### config.mk
export PLATFORM = sky130hd
export DESIGN_NAME = sdr_dpath_timing
export DESIGN_NICKNAME = d
export VERILOG_FILES = /design/src/rtl/sdr_dpath_pkg.sv /design/src/rtl/sdr_burst_seq.sv /design/src/rtl/sdr_rd_pipe.sv /design/src/rtl/sdr_bus_arb.sv /design/src/rtl/sdr_dpath_timing.sv
export SDC_FILE = /design/constraint.sdc
export NUM_CORES = 1
export LEC_CHECK = 0
export BUFFER_PORTS_ARGS = -buffer_cell sky130_fd_sc_hd__buf_2
export CORE_AREA = 2 2 39 41
export DETAILED_ROUTE_END_ITERATION = 10
export DIE_AREA = 0 0 41 43
export PLACE_DENSITY = 0.67
export SLEW_MARGIN = 20
export SYNTH_ARGS = -nofsm -noshare
export SYNTH_HDL_FRONTEND = slang
export SYNTH_HIERARCHICAL = 1
export SYNTH_SLANG_ARGS = --single-unit
### constraint.sdc
create_clock -name clk_i -period 1.2 [get_ports clk_i]
set_clock_uncertainty 0.15 [all_clocks]
set_input_delay 0.12 -clock clk_i [delete_from_list [all_inputs] [get_ports clk_i]]
set_output_delay 0.12 -clock clk_i [all_outputs]
set_load 0.005 [all_outputs]
### src/rtl/sdr_dpath_pkg.sv
package sdr_dpath_pkg;
  typedef enum logic [1:0] {
    CMD_NOP   = 2'd0,
    CMD_READ  = 2'd1,
    CMD_WRITE = 2'd2,
    CMD_BST   = 2'd3
  } cmd_e;
endpackage

### src/rtl/sdr_burst_seq.sv
module sdr_burst_seq
  import sdr_dpath_pkg::*;
#(
  parameter int BLC_W = 2
) (
  input  logic             clk_i,
  input  logic             rst_ni,
  input  cmd_e             cmd_i,
  input  logic [BLC_W-1:0] bl_code_i,
  output logic             rd_beat_o,
  output logic             wr_beat_o
);
  localparam int CNT_W = (1 << BLC_W) - 1;

  logic [CNT_W-1:0] left_q, left_d, new_len;
  logic [CNT_W:0]   beats;
  logic             wr_q, wr_d;

  always_comb begin
    beats   = (CNT_W+1)'(1) << bl_code_i;
    new_len = CNT_W'(beats - 1'b1);
  end

  always_comb begin
    rd_beat_o = 1'b0;
    wr_beat_o = 1'b0;
    left_d    = left_q;
    wr_d      = wr_q;
    unique case (cmd_i)
      CMD_READ: begin
        rd_beat_o = 1'b1;
        left_d    = new_len;
        wr_d      = 1'b0;
      end
      CMD_WRITE: begin
        wr_beat_o = 1'b1;
        left_d    = new_len;
        wr_d      = 1'b1;
      end
      CMD_BST: left_d = '0;
      default: begin
        if (left_q != '0) begin
          rd_beat_o = ~wr_q;
          wr_beat_o = wr_q;
          left_d    = left_q - 1'b1;
        end
      end
    endcase
  end

  always_ff @(posedge clk_i or negedge rst_ni) begin
    if (!rst_ni) begin
      left_q <= '0;
      wr_q   <= 1'b0;
    end else begin
      left_q <= left_d;
      wr_q   <= wr_d;
    end
  end

  // after a stop, no NOP may continue a burst
  p_bst_clears_r8: assert property (@(posedge clk_i) disable iff (!rst_ni)
    (cmd_i == CMD_BST) |=> (cmd_i != CMD_NOP) || (!rd_beat_o && !wr_beat_o));
endmodule

### src/rtl/sdr_rd_pipe.sv
module sdr_rd_pipe #(
  parameter int MAX_CL  = 3,
  parameter int DQM_LAT = 2,
  localparam int CL_W   = $clog2(MAX_CL + 1)
) (
  input  logic            clk_i,
  input  logic            rst_ni,
  input  logic            rd_beat_i,
  input  logic [CL_W-1:0] cl_i,
  input  logic            dqm_i,
  output logic            rd_due_o
);
  logic [MAX_CL-1:0]  sr_q;
  logic [DQM_LAT-1:0] dqm_q;
  logic [CL_W-1:0]    cl_eff;

  generate
    if (MAX_CL == 1) begin : g_sr1
      always_ff @(posedge clk_i or negedge rst_ni)
        if (!rst_ni) sr_q <= '0;
        else         sr_q <= rd_beat_i;
    end else begin : g_srn
      always_ff @(posedge clk_i or negedge rst_ni)
        if (!rst_ni) sr_q <= '0;
        else         sr_q <= {sr_q[MAX_CL-2:0], rd_beat_i};
    end
    if (DQM_LAT == 1) begin : g_dq1
      always_ff @(posedge clk_i or negedge rst_ni)
        if (!rst_ni) dqm_q <= '0;
        else         dqm_q <= dqm_i;
    end else begin : g_dqn
      always_ff @(posedge clk_i or negedge rst_ni)
        if (!rst_ni) dqm_q <= '0;
        else         dqm_q <= {dqm_q[DQM_LAT-2:0], dqm_i};
    end
  endgenerate

  always_comb begin
    cl_eff = cl_i;
    if (cl_i == '0) cl_eff = CL_W'(1);
    else if (int'(cl_i) > MAX_CL) cl_eff = CL_W'(MAX_CL);
  end

  // tap at CAS latency; read mask applied DQM_LAT clocks after sampling
  assign rd_due_o = sr_q[cl_eff - 1'b1] & ~dqm_q[DQM_LAT-1];
endmodule

### src/rtl/sdr_bus_arb.sv
module sdr_bus_arb (
  input  logic clk_i,
  input  logic rst_ni,
  input  logic rd_due_i,
  input  logic wr_beat_i,
  input  logic dqm_i,
  output logic rd_capture_o,
  output logic wr_drive_o,
  output logic conflict_o
);
  always_ff @(posedge clk_i or negedge rst_ni) begin
    if (!rst_ni) begin
      rd_capture_o <= 1'b0;
      wr_drive_o   <= 1'b0;
      conflict_o   <= 1'b0;
    end else begin
      rd_capture_o <= rd_due_i & ~wr_beat_i;   // write owns the bus
      wr_drive_o   <= wr_beat_i & ~dqm_i;      // zero-latency write mask
      conflict_o   <= rd_due_i & wr_beat_i & ~dqm_i;
    end
  end

  p_bus_excl_r6: assert property (@(posedge clk_i) disable iff (!rst_ni)
    !(rd_capture_o && wr_drive_o));

  p_conflict_drive_r7: assert property (@(posedge clk_i) disable iff (!rst_ni)
    conflict_o |-> wr_drive_o);
endmodule

### src/rtl/sdr_dpath_timing.sv
module sdr_dpath_timing
  import sdr_dpath_pkg::*;
#(
  parameter int MAX_CL = 3,
  parameter int BLC_W  = 2,
  localparam int CL_W  = $clog2(MAX_CL + 1)
) (
  input  logic             clk_i,
  input  logic             rst_ni,
  input  logic [1:0]       cmd_i,
  input  logic [BLC_W-1:0] bl_code_i,
  input  logic [CL_W-1:0]  cas_lat_i,
  input  logic             dqm_i,
  output logic             rd_capture_o,
  output logic             wr_drive_o,
  output logic             conflict_o
);
  localparam int DQM_RD_LAT = 2;

  cmd_e cmd;
  logic rd_beat, wr_beat, rd_due;

  assign cmd = cmd_e'(cmd_i);

  sdr_burst_seq #(.BLC_W(BLC_W)) i_seq (
    .clk_i     (clk_i),
    .rst_ni    (rst_ni),
    .cmd_i     (cmd),
    .bl_code_i (bl_code_i),
    .rd_beat_o (rd_beat),
    .wr_beat_o (wr_beat)
  );

  sdr_rd_pipe #(.MAX_CL(MAX_CL), .DQM_LAT(DQM_RD_LAT)) i_pipe (
    .clk_i     (clk_i),
    .rst_ni    (rst_ni),
    .rd_beat_i (rd_beat),
    .cl_i      (cas_lat_i),
    .dqm_i     (dqm_i),
    .rd_due_o  (rd_due)
  );

  sdr_bus_arb i_arb (
    .clk_i        (clk_i),
    .rst_ni       (rst_ni),
    .rd_due_i     (rd_due),
    .wr_beat_i    (wr_beat),
    .dqm_i        (dqm_i),
    .rd_capture_o (rd_capture_o),
    .wr_drive_o   (wr_drive_o),
    .conflict_o   (conflict_o)
  );

  p_wr_zero_lat_r4: assert property (@(posedge clk_i) disable iff (!rst_ni)
    (cmd_i == 2'd2 && !dqm_i) |=> wr_drive_o);

  p_bst_no_drive_r8: assert property (@(posedge clk_i) disable iff (!rst_ni)
    (cmd_i == 2'd3) |=> (!wr_drive_o && !conflict_o));

  p_dqm_rd_mask_r3: assert property (@(posedge clk_i) disable iff (!rst_ni)
    dqm_i |-> ##3 !rd_capture_o);
endmodule

==> reports/results.ini <==
[timing]
fin_crit_sh_pct=109.5
min_period_ps=1314
finalMaxSlewViolations=0
fmax_mhz=761.3
tns_ps=-432.9
relSlewSlack_pct=82.40
finalSetupViolations=6
fin_ws_ps=-113.5
worst_pin_slew_ps=264.1
whs_ps=11.59
grt_setup_unrepaired=true
hold_violations=0

[floorplanning]
core-area_um2=1384
fp-row-count=14
start_util_pct=41.14
die_y_um=43
dieWidth_um=41
io_pins=12
die_area_um2=1763

[final_layout]
utilization_pct=58.68
syn_to_final_growth_pct=42.64
final_nets=85
fillers=116
stdcell_count=85
antennaDiodeCount=0
drive_gt1_share_pct=52.17

[clock_tree]
root_buffer=clkbuf_4
cts_htree_levels=1
cts_sinks=12
clk_pin_slew_ps=70
tritoncts=built
clock_latency_ps=280
clockBufferDepth=2
cts_made_buffers=3

[logic_synthesis]
synth_top_cell_area_share_pct=52.75
yosysUniqueCellTypes=17
ys_warn_count=6
synth_top_area_cell=dfrtp_1
yosys-top-cells-count=dfrtp_1, ha_1, nor2b_1
synth.top_cells.by_area=dfrtp_1, ha_1, mux2i_1
synth.most_common_cell=dfrtp_1
synth_area_per_cell_um2=12.65
syn-num-nets=59
synth_seq_cells=12
syn_area_um2=569.3
synthFlopType=dfrtp_1
async_flop_share_pct=100.0
synth_enable_flop_cells=0
ys_seq_area_share_pct=52.75
syn_inst=45

[global_route]
grt_max_degree=13
grt_pass1_vias=376
grt_overflow=0
track_usage_pct=14.21
antenna_found_initial=0
grt_pass1_wl_um=1545

[worst_hold_path]
min_path_cells=3
hp-start=cas_lat_i[1]
min_to=i_arb/rd_capture_o$_DFF_PN0_
hp-class=primary input to register

[setup_path]
r2r.worst_path.cells=4
crit_buf_inv=0
cp_data_arrival_time_ps=1350
worstSetupEndpointType=register
worst-setup-path-type=register to register
path_delay_family=flip-flops
slowest_delay_ps=400
worst-path-max-fanout=3
worstPathCellList=mux2i_1, ha_2, nor3_2, nor4b_2
cp.required_ps=1240
r2r_start=i_seq/left_q[0]$_DFFE_PN0P_
cp-start-kind=register
slowest_stage=dfrtp_1
regToRegEndpoint=i_seq/left_q[2]$_DFFE_PN0P_
r2r_slack_ps=-110

[outcome]
violations=negative setup slack
outcome=finished, violations left

[power_and_ir_drop]
irDropWorstVdd_mv=0.7034
p_leak_nw=0.3959
p_per_area_nw_per_um2=1469

[place]
gp_congestion=0.7164
port_buffers=11
pre_cts_ws_ps=-377.7
dp_hpwl_um=742
placed_cells=76

[detailed_routing]
dr.pass1.iters=1
drtAntennaViolNets=0
routed_wl_um=988
drc=0
drt-initial-drc-count=0
via_per_inst=4.612
num_vias=392
routedWlPerCell_um=11.62

[job]
cap_violations=0

## metrics by stage
stage | cell area [µm²] | power (mW)
global route | 812.0 | 1.272
global placement | 708.2 | 0.7999
detailed placement | 708.2 | 0.8132
finish | 812.0 | 1.193
CTS | 777.0 | 1.111
floorplan | 606.8 | 0.7116
## state kept, by name (all words and copies together), names as in the netlist
signal / count
i_pipe/sr_q: 3
i_seq/wr_q: 1
i_pipe/dqm_q: 2
i_arb/conflict_o: 1
i_arb/wr_drive_o: 1
i_arb/rd_capture_o: 1
i_seq/left_q: 3
## tightest hold or removal path, stage by stage
cell and delay, ps:
buf_2 100, a211oi_2 60, nor2b_1 120
## timing repair
action,CTS,global route
gates resized for setup,2,3
endpoints found under the setup margin,6,7
buffers inserted,2,2
hold endpoints to repair,15,0
hold buffers,2,0
pin swaps,1,1
## cells by family after synthesis
| group | share of synthesized area (%) |
|---|---|
| buffers and inverters | 3.956 |
| DFF | 52.75 |
| and+or+nand+nor | 18.90 |
| adders and majority gates | 10.99 |
| AOI/OAI and AO/OA | 4.175 |
| muxes | 9.231 |
## worst max path at each step
stage,cells past startpoint,to,startpoint
after global routing,4,i_seq/left_q[2]$_DFFE_PN0P_,i_seq/left_q[0]$_DFFE_PN0P_
after CTS,4,i_seq/left_q[2]$_DFFE_PN0P_,i_seq/left_q[1]$_DFFE_PN0P_
after detailed placement,7,i_seq/left_q[2]$_DFFE_PN0P_,cmd_i[0]
after global placement,6,i_seq/left_q[1]$_DFFE_PN0P_,cmd_i[0]
after floorplan,7,i_seq/left_q[2]$_DFFE_PN0P_,cmd_i[0]
final,4,i_seq/left_q[2]$_DFFE_PN0P_,i_seq/left_q[0]$_DFFE_PN0P_
## final cells by class
type / count / area (µm²) / share of cell area, %
Inverter: 3 / 28.78 / 3.544
Sequential cell: 12 / 300.3 / 36.98
Timing Repair Buffer: 22 / 142.6 / 17.57
Tap cell: 16 / 20.02 / 2.465
Clock buffer: 3 / 22.52 / 2.773
Multi-Input combinational cell: 29 / 297.8 / 36.67
## power breakdown
| group | total [mW] | switching, mW | internal (mW) |
|---|---|---|---|
| logic | 0.399 | 0.167 | 0.232 |
| clock network | 0.247 | 0.130 | 0.116 |
| registers | 0.547 | 0.0712 | 0.476 |
## metal layers
layer / GRT usage [%] / share of wire, %
met1: 14.68 / 38
met2: 22.50 / 54
met3: 6.283 / 4.9
met4: 8.000 / 2.7
met5: 0 / 0
## layout by cell type, fill, tap and decap left out
cell | netlist | layout
nor2b_1 | 4 | 4
mux2_2 | 2 | 2
ha_4 | 0 | 1
clkbuf_4 | 0 | 3
inv_1 | 3 | 1
dlygate4sd3_1 | 0 | 2
nand2_1 | 1 | 1
and3b_1 | 2 | 2
nor3b_1 | 1 | 1
buf_2 | 0 | 11
mux2i_1 | 3 | 3
ha_2 | 0 | 1
buf_4 | 0 | 9
nor4_4 | 0 | 1
inv_12 | 0 | 1
o22ai_2 | 0 | 1
dfrtp_1 | 12 | 12
a211oi_2 | 1 | 1
inv_6 | 0 | 1
nor3_4 | 0 | 1
ha_1 | 5 | 3
nor4b_2 | 1 | 1
nor3_2 | 0 | 2
o21ai_1 | 1 | 1
nor2_1 | 3 | 3
Note: power is estimated with default switching activity, not from simulation.
